**src/rtl/iso_seq_pkg.sv**
```systemverilog
package iso_seq_pkg;

    typedef enum logic [2:0] {
        ST_IDLE   = 3'd0,
        ST_PWR    = 3'd1,
        ST_OVR    = 3'd2,
        ST_ACK_HI = 3'd3,
        ST_SETTLE = 3'd4,
        ST_ACK_LO = 3'd5
    } seq_state_e;

endpackage

```
**src/rtl/iso_cyc_ctr.sv**
```systemverilog
// Saturating cycle counter: flags the cycle in which LIMIT cycles of enable have been seen.
module iso_cyc_ctr #(
    parameter int LIMIT = 8
) (
    input  logic clk,
    input  logic rst_n,
    input  logic clr_i,
    input  logic en_i,
    output logic last_o
);
    localparam int CW = (LIMIT < 2) ? 1 : $clog2(LIMIT + 1);
    localparam logic [CW-1:0] LAST = CW'(LIMIT - 1);

    logic [CW-1:0] cnt_d, cnt_q;

    always_comb begin
        cnt_d = cnt_q;
        if (clr_i) begin
            cnt_d = '0;
        end else if (en_i && (cnt_q != LAST)) begin
            cnt_d = cnt_q + 1'b1;
        end
    end

    always_ff @(posedge clk or negedge rst_n) begin
        if (!rst_n) begin
            cnt_q <= '0;
        end else begin
            cnt_q <= cnt_d;
        end
    end

    assign last_o = (cnt_q == LAST);

    // the count never runs past the bound
    assert_cnt_bound_R5: assert property (@(posedge clk) disable iff (!rst_n)
        cnt_q <= LAST);

    // a clear always restarts the count from zero
    assert_cnt_clear_R5: assert property (@(posedge clk) disable iff (!rst_n)
        clr_i |=> (cnt_q == '0));

endmodule

```
**src/rtl/iso_err_enc.sv**
```systemverilog
// Direction-dependent timeout code: base value shifted left by the direction bit.
module iso_err_enc #(
    parameter int              ERR_W    = 4,
    parameter logic [ERR_W-1:0] ERR_BASE = 4'd3
) (
    input  logic             dir_i,
    output logic [ERR_W-1:0] code_o
);
    always_comb begin
        if (dir_i) begin
            code_o = {ERR_BASE[ERR_W-2:0], 1'b0};
        end else begin
            code_o = ERR_BASE;
        end
    end
endmodule

```
**src/rtl/iso_seq_top.sv**
```systemverilog
module iso_seq_top
    import iso_seq_pkg::*;
#(
    parameter int               STAT_W    = 1,
    parameter int               POLL_MAX  = 1000000,
    parameter int               CLK_PS    = 20000,
    parameter int               SETTLE_PS = 10000,
    parameter int               ERR_W     = 4,
    parameter logic [ERR_W-1:0] ERR_BASE  = 4'd3
) (
    input  logic              clk,
    input  logic              rst_n,
    input  logic              start_i,
    input  logic              dir_iso_i,
    input  logic [STAT_W-1:0] stat_i,
    output logic              pad_pwr_en_o,
    output logic              bias_pwr_en_o,
    output logic              ovr_o,
    output logic              iso_ctl_o,
    output logic              busy_o,
    output logic              done_o,
    output logic              err_o,
    output logic [ERR_W-1:0]  err_code_o
);
    localparam int SETTLE_RAW = (SETTLE_PS + CLK_PS - 1) / CLK_PS;
    localparam int SETTLE_CYC = (SETTLE_RAW < 1) ? 1 : SETTLE_RAW;

    typedef struct packed {
        seq_state_e       st;
        logic             dir;
        logic             pad;
        logic             bias;
        logic             ovr;
        logic             iso;
        logic             done;
        logic             err;
        logic [ERR_W-1:0] code;
    } seq_regs_t;

    seq_regs_t d, q;

    logic             poll_clr, poll_en, poll_last;
    logic             stl_clr, stl_en, stl_last;
    logic [ERR_W-1:0] fail_code;
    logic             ack_all_hi, ack_all_lo;

    assign ack_all_hi = (stat_i == {STAT_W{1'b1}});
    assign ack_all_lo = (stat_i == {STAT_W{1'b0}});

    iso_cyc_ctr #(.LIMIT(POLL_MAX)) i_poll_ctr (
        .clk    (clk),
        .rst_n  (rst_n),
        .clr_i  (poll_clr),
        .en_i   (poll_en),
        .last_o (poll_last)
    );

    iso_cyc_ctr #(.LIMIT(SETTLE_CYC)) i_settle_ctr (
        .clk    (clk),
        .rst_n  (rst_n),
        .clr_i  (stl_clr),
        .en_i   (stl_en),
        .last_o (stl_last)
    );

    iso_err_enc #(.ERR_W(ERR_W), .ERR_BASE(ERR_BASE)) i_err_enc (
        .dir_i  (q.dir),
        .code_o (fail_code)
    );

    always_comb begin
        d        = q;
        d.done   = 1'b0;
        d.err    = 1'b0;
        poll_clr = 1'b1;
        poll_en  = 1'b0;
        stl_clr  = 1'b1;
        stl_en   = 1'b0;
        case (q.st)
            ST_IDLE: begin
                if (start_i) begin
                    d.dir  = dir_iso_i;
                    d.code = '0;
                    d.st   = dir_iso_i ? ST_PWR : ST_OVR;
                end
            end
            ST_PWR: begin
                d.pad  = 1'b1;
                d.bias = 1'b1;
                d.st   = ST_OVR;
            end
            ST_OVR: begin
                d.ovr = 1'b1;
                d.st  = ST_ACK_HI;
            end
            ST_ACK_HI: begin
                poll_clr = 1'b0;
                poll_en  = 1'b1;
                if (ack_all_hi) begin
                    d.iso = q.dir;
                    d.st  = ST_SETTLE;
                end else if (poll_last) begin
                    d.ovr  = 1'b0;
                    d.err  = 1'b1;
                    d.code = fail_code;
                    d.st   = ST_IDLE;
                end
            end
            ST_SETTLE: begin
                stl_clr = 1'b0;
                stl_en  = 1'b1;
                if (stl_last) begin
                    d.ovr = 1'b0;
                    d.st  = ST_ACK_LO;
                end
            end
            ST_ACK_LO: begin
                poll_clr = 1'b0;
                poll_en  = 1'b1;
                if (ack_all_lo) begin
                    d.done = 1'b1;
                    d.st   = ST_IDLE;
                end else if (poll_last) begin
                    d.err  = 1'b1;
                    d.code = fail_code;
                    d.st   = ST_IDLE;
                end
            end
            default: begin
                d.st = ST_IDLE;
            end
        endcase
    end

    always_ff @(posedge clk or negedge rst_n) begin
        if (!rst_n) begin
            q <= '{st: ST_IDLE, code: '0, default: 1'b0};
        end else begin
            q <= d;
        end
    end

    assign pad_pwr_en_o  = q.pad;
    assign bias_pwr_en_o = q.bias;
    assign ovr_o         = q.ovr;
    assign iso_ctl_o     = q.iso;
    assign busy_o        = (q.st != ST_IDLE);
    assign done_o        = q.done;
    assign err_o         = q.err;
    assign err_code_o    = q.code;

    // override is only raised for isolation once both enables are on
    assert_pwr_before_ovr_R2: assert property (@(posedge clk) disable iff (!rst_n)
        ($rose(ovr_o) && q.dir) |-> (pad_pwr_en_o && bias_pwr_en_o));

    // the isolate level only moves while the override is held
    assert_iso_under_ovr_R3: assert property (@(posedge clk) disable iff (!rst_n)
        !$stable(iso_ctl_o) |-> ovr_o);

    // an abort leaves the ring with override released and the block idle
    assert_abort_release_R7: assert property (@(posedge clk) disable iff (!rst_n)
        err_o |-> (!ovr_o && !busy_o));

    // a start seen while busy cannot change the latched direction
    assert_start_ignored_R9: assert property (@(posedge clk) disable iff (!rst_n)
        (busy_o && start_i) |=> $stable(q.dir));

    // completion pulses are exclusive and last one cycle
    assert_pulse_excl_R10: assert property (@(posedge clk) disable iff (!rst_n)
        !(done_o && err_o));
    assert_done_pulse_R10: assert property (@(posedge clk) disable iff (!rst_n)
        done_o |=> !done_o);
    assert_err_pulse_R10: assert property (@(posedge clk) disable iff (!rst_n)
        err_o |=> !err_o);

    // the code only changes on an accepted start or on an abort
    assert_code_sticky_R11: assert property (@(posedge clk) disable iff (!rst_n)
        (!busy_o && !start_i) |=> $stable(err_code_o));

endmodule

```
**config.mk**
```make
export PLATFORM = sky130hd
export DESIGN_NAME = iso_seq_top
export DESIGN_NICKNAME = d
export VERILOG_FILES = /design/src/rtl/iso_seq_pkg.sv /design/src/rtl/iso_cyc_ctr.sv /design/src/rtl/iso_err_enc.sv /design/src/rtl/iso_seq_top.sv
export SDC_FILE = /design/constraint.sdc
export NUM_CORES = 1
export LEC_CHECK = 0
export BUFFER_PORTS_ARGS = -buffer_cell sky130_fd_sc_hd__buf_4
export CORE_ASPECT_RATIO = 0.7
export CORE_MARGIN = 3
export CORE_UTILIZATION = 35
export CTS_BUF_LIST = sky130_fd_sc_hd__clkbuf_8
export DETAILED_ROUTE_END_ITERATION = 7
export GPL_TIMING_DRIVEN = 0
export PLACE_DENSITY = 0.55
export SETUP_SLACK_MARGIN = 0.3
export SLEW_MARGIN = 40
export SYNTH_ARGS = -nofsm -noshare
export SYNTH_HDL_FRONTEND = slang
export SYNTH_HIERARCHICAL = 1
export SYNTH_SLANG_ARGS = --single-unit
```
**constraint.sdc**
```tcl
create_clock -name clk -period 3.05 [get_ports clk]
set_clock_uncertainty 0.15 [all_clocks]
set_input_delay 0.305 -clock clk [delete_from_list [all_inputs] [get_ports clk]]
set_output_delay 0.305 -clock clk [all_outputs]
set_load 0.05 [all_outputs]
```
=== Word-level counts from Yosys, hierarchy flattened ===
Cells that the tools add are included.

* Equal/unequal tests: 14
* Reductions and logical operators: 12
* Mux-type cells: 26
* $add $sub $neg: 2

{| class="wikitable"
|+ Operators by type and width
! cell !! number
|-
| $mux 20 || 2
|-
| $add 20x1->20 const B || 1
|-
| $eq 20x20->1 const B || 1
|-
| $ne 20x20->1 const B || 1
|-
| $pmux 3 s6 || 1
|-
| $mux 3 || 5
|-
| $mux 5 || 3
|-
| $pmux 4 s3 || 1
|-
| $mux 1 || 9
|-
| $reduce_bool 3->1 || 3
|-
| $mux 4 || 2
|-
| $ne 2x2->1 const B || 4
|-
| $reduce_and 4->1 || 2
|-
| $eq 3x2->1 const B || 2
|-
| $eq 3x3->1 const B || 2
|-
| $ne 2x1->1 const B || 3
|-
| $reduce_and 2->1 || 3
|-
| $eq 3x1->1 const B || 1
|-
| $logic_not 3->1 || 1
|-
| $pmux 1 s3 || 1
|-
| $logic_and 1x1->1 || 2
|-
| $mux 2 || 1
|-
| $pmux 1 s2 || 1
|-
| $reduce_or 2->1 || 1
|-
| $add 1x1->1 const B || 1
|}

* Output and inout bits: 11
* Word-level logic and storage cells: 64
* Bits in registers: 34
* Bits of input ports: 5

=== Depth between registers and ports, before layout ===
Gate-level depths: netlist (run 1).

* Depth in word-level cells: 6
* Mapped depth: 8

=== Modules after synthesis ===
Netlist (run 1), hierarchy kept.

{| class="wikitable"
|+ Modules (own cells, without submodules)
! module !! cells an instance !! sequential area each (µm²) !! area each (µm²) !! instances
|-
| iso_cyc_ctr (i_poll_ctr) || 114 || 500.5 || 1,149.9 || 1
|-
| iso_seq_top || 65 || 325.3 || 675.6 || 1
|-
| iso_cyc_ctr (i_settle_ctr) || 3 || 25.0 || 41.3 || 1
|-
| iso_err_enc || 6 || 0.0 || 33.8 || 1
|}

=== Worst setup path after synthesis (run 1) ===
No wires, ideal clock.

* Kind: register -> register
* Start point: register q[13] (netlist name)
* End point: register i_poll_ctr.cnt_q[17]
* Cell stages (with the launch flop): 9
* Slack: 0.918 ns
* Arrival time: 1.904 ns
* Buffers on the path: 3
* Clock period less this slack: 2.132 ns
* Cell sequence: dfrtp_1 -> clkbuf_1 -> xor2_1 -> and2_1 -> clkbuf_8 -> o21ai_4 -> buf_6 -> or4_1 -> a21oi_1

* Cells in the longest elaborated chain, start to end: 5
* Elaborated cells between the ends (all ways): 7
* Classes of those cells: eq/ne: 3; mux: 2; reduce/logical: 2

{| class="wikitable"
|+ RTL lines
! item !! line !! source
|-
| from (decl) || iso_seq_top.sv:40 || <nowiki>seq_regs_t d, q;</nowiki>
|-
| from (signal assigned) || iso_seq_top.sv:137 || <nowiki>q <= '{st: ST_IDLE, code: '0, default: 1'b0};</nowiki>
|-
| from (signal assigned) || iso_seq_top.sv:139 || <nowiki>q <= d;</nowiki>
|-
| $eq 3x3->1 or $eq 3x2->1 (tied branches) || iso_seq_top.sv:79 || <nowiki>case (q.st)</nowiki>
|-
| $reduce_or 2->1 (no source line) * || -- ||
|-
| $mux 1 * || iso_seq_top.sv:79 ||
|-
| via poll_en || iso_seq_top.sv:42 || <nowiki>logic poll_clr, poll_en, poll_last;</nowiki>
|-
| $logic_and 1x1->1 * || iso_cyc_ctr.sv:20 || <nowiki>end else if (en_i && (cnt_q != LAST)) begin</nowiki>
|-
| $ne 2x1->1 (no source line) * || -- ||
|-
| to (signal assigned) || iso_cyc_ctr.sv:29 || <nowiki>cnt_q <= cnt_d;</nowiki>
|-
| to (decl) || iso_cyc_ctr.sv:14 || <nowiki>logic [CW-1:0] cnt_d, cnt_q;</nowiki>
|}

The timed path passes the listed nets; every way through them passes the cells marked *.
A chain may end at the register's enable or synchronous reset.

=== Worst setup path in the final report (run 1) ===
* Start point: register q[13] (netlist name)
* End point: register i_poll_ctr.cnt_q[0]

Same word-level chain as after synthesis.

==> impl_metrics.csv, run 1 <==
group,metric,value,unit
clock_tree,ctsResizeCount,0,
logic_synthesis,syn_area,0.00190,mm2
drt,drt_iter0_drc,73,
die,initial_utilization,0.381,
global_route,grt_pass1_wl,6.87,mm
die,die_x,94.1,um
clock_tree,clk_latency,0.28,ns
worst_setup_path,path_cells,"clkbuf_1 > xor2_1 > and2_1 > inv_1 > clkbuf_1 > clkbuf_1 > nor2_1",
logic_synthesis,syn_nets,194,
flow_run,timing.max_cap.violations,0,
drt,vias,1409,
finish,seq_area,851,um2
timing,rsz0062_at_grt,"false",
logic_synthesis,syn_inst,188,
drt,avgViaCountPerCell,5.01,
worst_setup_path,critical_path_class,"flop to flop",
clock_tree,clk_pin_slew,0.07,ns
timing,period_share,0.790,
worst_setup_path,worst_setup_path_start_kind,"flop",
global_route,grt_antenna_before_repair,0,
global_route,grt_pass1_vias,1317,
worst_setup_path,regToRegSetupSlack,0.64,ns
pwr,power,1.48,mW
pwr,power_leakage,0.925,nW
clock_tree,cts_max_level,2,
logic_synthesis,seq_area_frac_synth,0.448,
worst_setup_path,crit_fanout,10,
finish,area_growth,15.8,%
logic_synthesis,synth_cell_types,51,
logic_synthesis,yosysMostFrequentCell,"dfrtp_1",
global_route,grt_max_degree,35,
die,io_pins,16,
logic_synthesis,async_reset_ff_frac,1.00,
timing,finalMaxSlewViolations,0,
logic_synthesis,ys.flop_type,"dfrtp_1",
global_route,grt_usage,0.140,
timing,hold_violations,0,
clock_tree,cts_buffer_depth,2,
worst_hold_path,whs_path_depth,2,
worst_setup_path,critPathCapture,"i_poll_ctr/cnt_q[0]",
clock_tree,hold_buffers,1,
worst_setup_path,critPathSlowestCell,"clkbuf_1",
drt,antenna_left,0,
worst_setup_path,critPathMaxStageDelay,0.47,ns
worst_setup_path,r2r_cells,7,
timing,setup_violations,0,
timing,tightest_slew,0.537,ns
clock_tree,cts_setup_buffers,0,
worst_hold_path,min-delay-path-class,"input port to flop",
place,io_buffers,15,
drt,firstDrtPassIters,4,
finish,fill_cells,505,
drt,drc_errors,0,
worst_setup_path,crit_top_cell,"clkbuf_1",
worst_setup_path,arrival,2.40,ns
drt,wl_per_cell,14.0,um
pwr,power_density,673,mW/mm2
place,dpl.hpwl,2.79,mm
die,dieArea,0.00636,mm2
place,dpl_cell_area,0.00210,mm2
die,die_h,67.7,um
clock_tree,cts_inserted_buffers,5,
die,coreArea,0.00499,mm2
clock_tree,cts_root_buf,"clkbuf_8",
global_route,overflow,0,
worst_setup_path,required,3.04,ns
logic_synthesis,synthTopCellsByArea,"dfrtp_1 45%, xor2_1 4.1%, nor2_1 3.8%",
pwr,ir_worst_vdd,0.273,mV
worst_setup_path,startpoint,"q[13]",
clock_tree,cts_tree,"done",
logic_synthesis,ys_warn_count,6,
run_status,status,"completed",
place,gp_congestion,0.763,
drt,wl,3.94,mm
timing,holdWs,0.106,ns
finish,drive_above_1_share,0.241,
logic_synthesis,synthTopCellsByCount,"34 x dfrtp_1, 19 x nor2_1, 9 x a21oi_1, 9 x nand3_1, 9 x xor2_1",
timing,fmax,0.415,GHz
worst_setup_path,r2r-start,"q[13]",
logic_synthesis,synth_top_area_share,0.448,
finish,multi_input_area,918,um2
timing,setup_tns,0,ns
logic_synthesis,syn_area_per_cell,10.1,um2
logic_synthesis,synth_seq_cells,34,
worst_setup_path,end_kind,"flop",
finish,num-nets-final,217,
timing,post-route-min-period,2.41,ns
clock_tree,cts.sinks,34,
timing,relSlewSlack,0.638,
die,rows,21,
logic_synthesis,synth_edf_count,0,
logic_synthesis,synth_top_area_cell,"dfrtp_1",
finish,diodes,0,
finish,fin_area,0.00220,mm2
worst_setup_path,r2r_end,"i_poll_ctr/cnt_q[0]",
layout make-up:
class	instances	area share
multi-input combinational	132	0.417
buffer	16	0.0495
tap	69	0.0392
clock buffer	6	0.0375
sequential	34	0.387
timing repair buffer	16	0.0557
inverter	6	0.0102
clock inverter	2	0.00398
logic make-up after synthesis:
kind of cell,count (synthesis),synth area share
AO/OA/AOI/OAI,34,0.124
XOR/XNOR,13,0.0599
adder cells (fa/ha/maj),1,0.00658
buffers and inverters,22,0.0691
flip-flops,34,0.448
multiplexers,5,0.0290
other,2,0.00395
AND/OR/NAND/NOR,77,0.259
sequential cells by signal (all words and copies together), names as in the netlist:
signal and cells:
i_poll_ctr/cnt_q 20, err_code_o 4, q 4, bias_pwr_en_o 1, done_o 1, err_o 1, i_settle_ctr/cnt_q 1, iso_ctl_o 1
ovr_o 1
metal layers:
layer	wire length, um	global-route usage	up-vias
met1	2270	0.231	678
met2	1540	0.179	19
met5	0	0	-
met4	18	0.0270	0
met3	115	0.0334	2
li1	-	-	710
critical path, delay by kind of cell (launching register included):
kind                   cells  cell delay, ns
AND/OR/NAND/NOR            2            0.31
flip-flops                 1            0.40
buffers and inverters      4            1.32
XOR/XNOR                   1            0.10
layout by cell type (no fill, tap or decap), types with 2 or more instances in the layout:
cell type / instances
nand3_1: 9
nor2_1: 19
and4_2: 3
a32o_1: 4
nor2b_1: 2
nor3b_1: 2
inv_1: 7
xor2_1: 9
or3_2: 2
and3_1: 4
or3_1: 3
clkbuf_8: 7
conb_1: 2
a21oi_1: 9
o31ai_1: 4
and2_1: 3
nor3_1: 3
mux2_2: 4
o211ai_1: 3
clkbuf_1: 5
buf_4: 23
or4_1: 3
nand4_1: 3
o21ai_0: 7
xnor2_1: 4
dfrtp_1: 34
nand2_1: 8
stage by stage:
step,utilization,std cells,setup slack [ns]
2_1_floorplan,-,188,0.918
3_3_place_gp,0.421,272,0.604
3_5_place_dp,0.421,272,0.626
4_1_cts,0.441,281,0.618
5_1_grt,0.441,281,0.407
6_report,0.441,281,0.642
how the worst min path moves through the flow:
stage | start | endpoint | slack [ns]
final | stat_i | done_o | 0.11
after global placement | rst_n | i_poll_ctr/cnt_q[1] | 0.14
after floorplan | rst_n | bias_pwr_en_o | -0.14
after global routing | stat_i | done_o | 0.10
after CTS | stat_i | done_o | 0.09
after detailed placement | rst_n | i_poll_ctr/cnt_q[1] | 0.14
report_power, final:
group	internal [mW]	total (mW)	switching, mW
clock network	0.179	0.337	0.158
registers	0.500	0.533	0.0329
logic	0.220	0.612	0.392
Note: power is estimated with default switching activity, not from simulation.
==> inputs of run 2 (changes only) <==
ABC_AREA = 1   (was unset)
PLACE_DENSITY = 0.57   (was 0.55)
clock period = 1.9 ns   (was 3.05 ns; I/O delays follow)
==> run 2 against run 1 <==
  * Combinational power is 110% higher
  * Register-to-register slack got worse by 0.61 ns
  * Worst hold slack got worse by 0.064 ns
  * Total power grew 83%
  * Critical path depth up 2
  * Synthesized area increased by 21%
  * Die area is 19% higher
  * Critical endpoint is now q[13]
  * Non-clock buffer count increased by 31
  * Utilization rose by 5.3 points
==> impl_metrics.csv, run 2 <==
group,metric,value,unit
run_status,status,"completed",
finish,diodes,0,
finish,drive_above_1_share,0.360,
timing,setup_violations,0,
drt,vias,2236,
worst_hold_path,min-delay-path-class,"input port to flop",
worst_setup_path,cp_top_family,"simple AND/OR/NAND/NOR gates",
pwr,seqPwrFrac,0.318,
global_route,grt_usage,0.168,
logic_synthesis,syn_area,0.00230,mm2
logic_synthesis,seq_area_frac_synth,0.370,
finish,area_growth,35.3,%
global_route,grt_antenna_before_repair,0,
die,die_x,103,um
timing,finalMaxSlewViolations,0,
pwr,ir_worst_vdd,0.316,mV
logic_synthesis,synth_edf_count,0,
pwr,clock_power_share,0.210,
global_route,grt_pass1_vias,1952,
logic_synthesis,synthTopCellsByCount,"94 x nand2_1, 46 x nand3_1, 39 x nor2_1",
drt,wl_per_cell,13.5,um
finish,layout_commonest_cell,"nand2_1",
pwr,switching_share,0.442,
timing,post-route-min-period,1.87,ns
finish,multi_input_area,0.00141,mm2
drt,drt_iter0_drc,125,
clock_tree,clk_pin_slew,0.07,ns
logic_synthesis,synth_cell_types,35,
place,gp_congestion,0.875,
timing,hold_violations,0,
logic_synthesis,syn_nets,333,
worst_setup_path,path_cells,"nor2_1 > nand3b_1 > nor4_4 > buf_6 > inv_6 > buf_4 > buf_6 > nand3_2 > nand3_2",
finish,largest_register,"i_poll_ctr/cnt_q",
finish,fill_cells,621,
finish,post-route-util,0.494,
die,coreArea,0.00631,mm2
timing,rsz0062_at_grt,"true",
clock_tree,cts_max_level,2,
logic_synthesis,syn_area_per_cell,7.04,um2
die,dieArea,0.00760,mm2
worst_setup_path,crit_fanout,6,
logic_synthesis,syn_inst,327,
worst_setup_path,critPathMaxStageDelay,0.43,ns
worst_setup_path,end_kind,"flop",
pwr,power_leakage,1.59,nW
worst_setup_path,required,1.93,ns
pwr,p_int,1.51,mW
logic_synthesis,yosysMostFrequentCell,"nand2_1",
clock_tree,cts_root_buf,"clkbuf_8",
logic_synthesis,synth_seq_cells,34,
finish,final_cell_mix,"88 x nand2_1, 52 x buf_4, 31 x inv_1",
logic_synthesis,ys_warn_count,6,
pwr,p_switching,1.20,mW
drt,drc_errors,0,
logic_synthesis,synth_top_area_cell,"dfrtp_1",
clock_tree,clk_latency,0.29,ns
logic_synthesis,synthTopCellsByArea,"dfrtp_1 37%, nand2_1 15%, nand3_1 10%",
logic_synthesis,ys.flop_type,"dfrtp_1",
pwr,comb_power_share,0.472,
die,initial_utilization,0.365,
worst_setup_path,critPathSlowestCell,"dfrtp_2",
global_route,grt_pass1_wl,9.85,mm
clock_tree,cts_buffer_depth,2,
place,io_buffers,15,
worst_setup_path,arrival,1.89,ns
worst_setup_path,critical_path_class,"flop to flop",
finish,num-nets-final,388,
clock_tree,cts_tree,"done",
finish,seq_area,857,um2
die,io_pins,16,
flow_run,timing.max_cap.violations,0,
timing,fmax,0.535,GHz
clock_tree,cts.sinks,34,
die,die_h,73.9,um
worst_setup_path,worst_setup_path_start_kind,"flop",
global_route,grt_max_degree,35,
drt,wl,6.23,mm
die,rows,24,
global_route,overflow,0,
worst_setup_path,cp.buffers_inverters,4,
finish,largest_reg_flops,20,
pwr,power_density,870,mW/mm2
drt,avgViaCountPerCell,4.85,
drt,firstDrtPassIters,4,
timing,period_share,0.984,
place,dpl.hpwl,4.14,mm
logic_synthesis,async_reset_ff_frac,1.00,
clock_tree,cts_inserted_buffers,5,
place,dpl.cell_count,420,
logic_synthesis,synth_top_area_share,0.370,
drt,antenna_left,0,
finish,instances_no_fill,461,
[run 2: timing repair]
action                                 4_1_cts  5_1_grt
endpoints found under the hold margin       34        0
pin swaps                                    4        5
setup endpoints to repair                   30       30
buffers inserted                            18       14
hold buffers                                 1        0
gates resized for setup                     11       31
[run 2: worst register-to-register path: cells and delay by family, from the launching register on]
| kind | cells | cell delay, ns |
|---|---|---|
| simple gates | 5 | 0.72 |
| flops | 1 | 0.43 |
| buf+inv | 4 | 0.46 |
[run 2: layout make-up]
type / instances / share of cell area
clock buffers: 6 / 0.0265
flip-flops and latches: 34 / 0.275
multi-input cells: 238 / 0.453
clock inverters: 2 / 0.00281
repair buffers: 48 / 0.120
plain buffers: 15 / 0.0398
inverters: 40 / 0.0514
well taps: 78 / 0.0313
[run 2: stage by stage]
step	area [um2]	setup TNS [ns]	setup WS [ns]	total power, mW	hold WS [ns]
4_1_cts	2880	0	0.0706	2.71	0.0395
2_1_floorplan	2410	0	0.109	1.76	-0.256
6_report	3110	0	0.0309	2.71	0.0418
3_3_place_gp	2620	-0.327	-0.0857	2.04	0.0277
3_5_place_dp	2620	-0.379	-0.100	2.05	0.0285
5_1_grt	3110	-0.570	-0.112	2.88	0.0605
[run 2: cell families after synthesis]
family | synth area share
XOR/XNOR | 0.0342
adder cells (fa/ha/maj) | 0.00543
flip-flops | 0.370
other | 0.00326
AO/OA/AOI/OAI | 0.0440
buffers and inverters | 0.110
AND/OR/NAND/NOR | 0.433
[run 2: power by group through the flow]
stage | clock network (mW) | registers, mW | logic [mW]
global placement | 0 | 0.885 | 1.16
floorplan | 0 | 0.954 | 0.809
global route | 0.624 | 0.867 | 1.39
detailed placement | 0 | 0.886 | 1.16
finish | 0.569 | 0.862 | 1.28
CTS | 0.594 | 0.860 | 1.26
[run 2: routing by layer]
metal | track usage | part of all wire | up-vias | wire length, um
met5 | 0 | 0 | - | 0
met4 | 0.0388 | 0.0079 | 0 | 49
met3 | 0.0380 | 0.036 | 5 | 227
met2 | 0.218 | 0.41 | 38 | 2540
met1 | 0.272 | 0.55 | 1054 | 3410
li1 | - | - | 1139 | -
[run 2: final timing paths]
kind	start	to	slack, ns	cells after the start
setup / recovery	i_poll_ctr/cnt_q[11]	q[13]	0.03	9
min in group asynchronous	rst_n	i_poll_ctr/cnt_q[12]	0.24	2
max in group asynchronous	rst_n	q[12]	1.01	2
hold reg to reg	ovr_o	ovr_o	0.33	2
setup reg to reg	i_poll_ctr/cnt_q[11]	q[13]	0.03	9
hold / removal	stat_i	q[13]	0.04	3
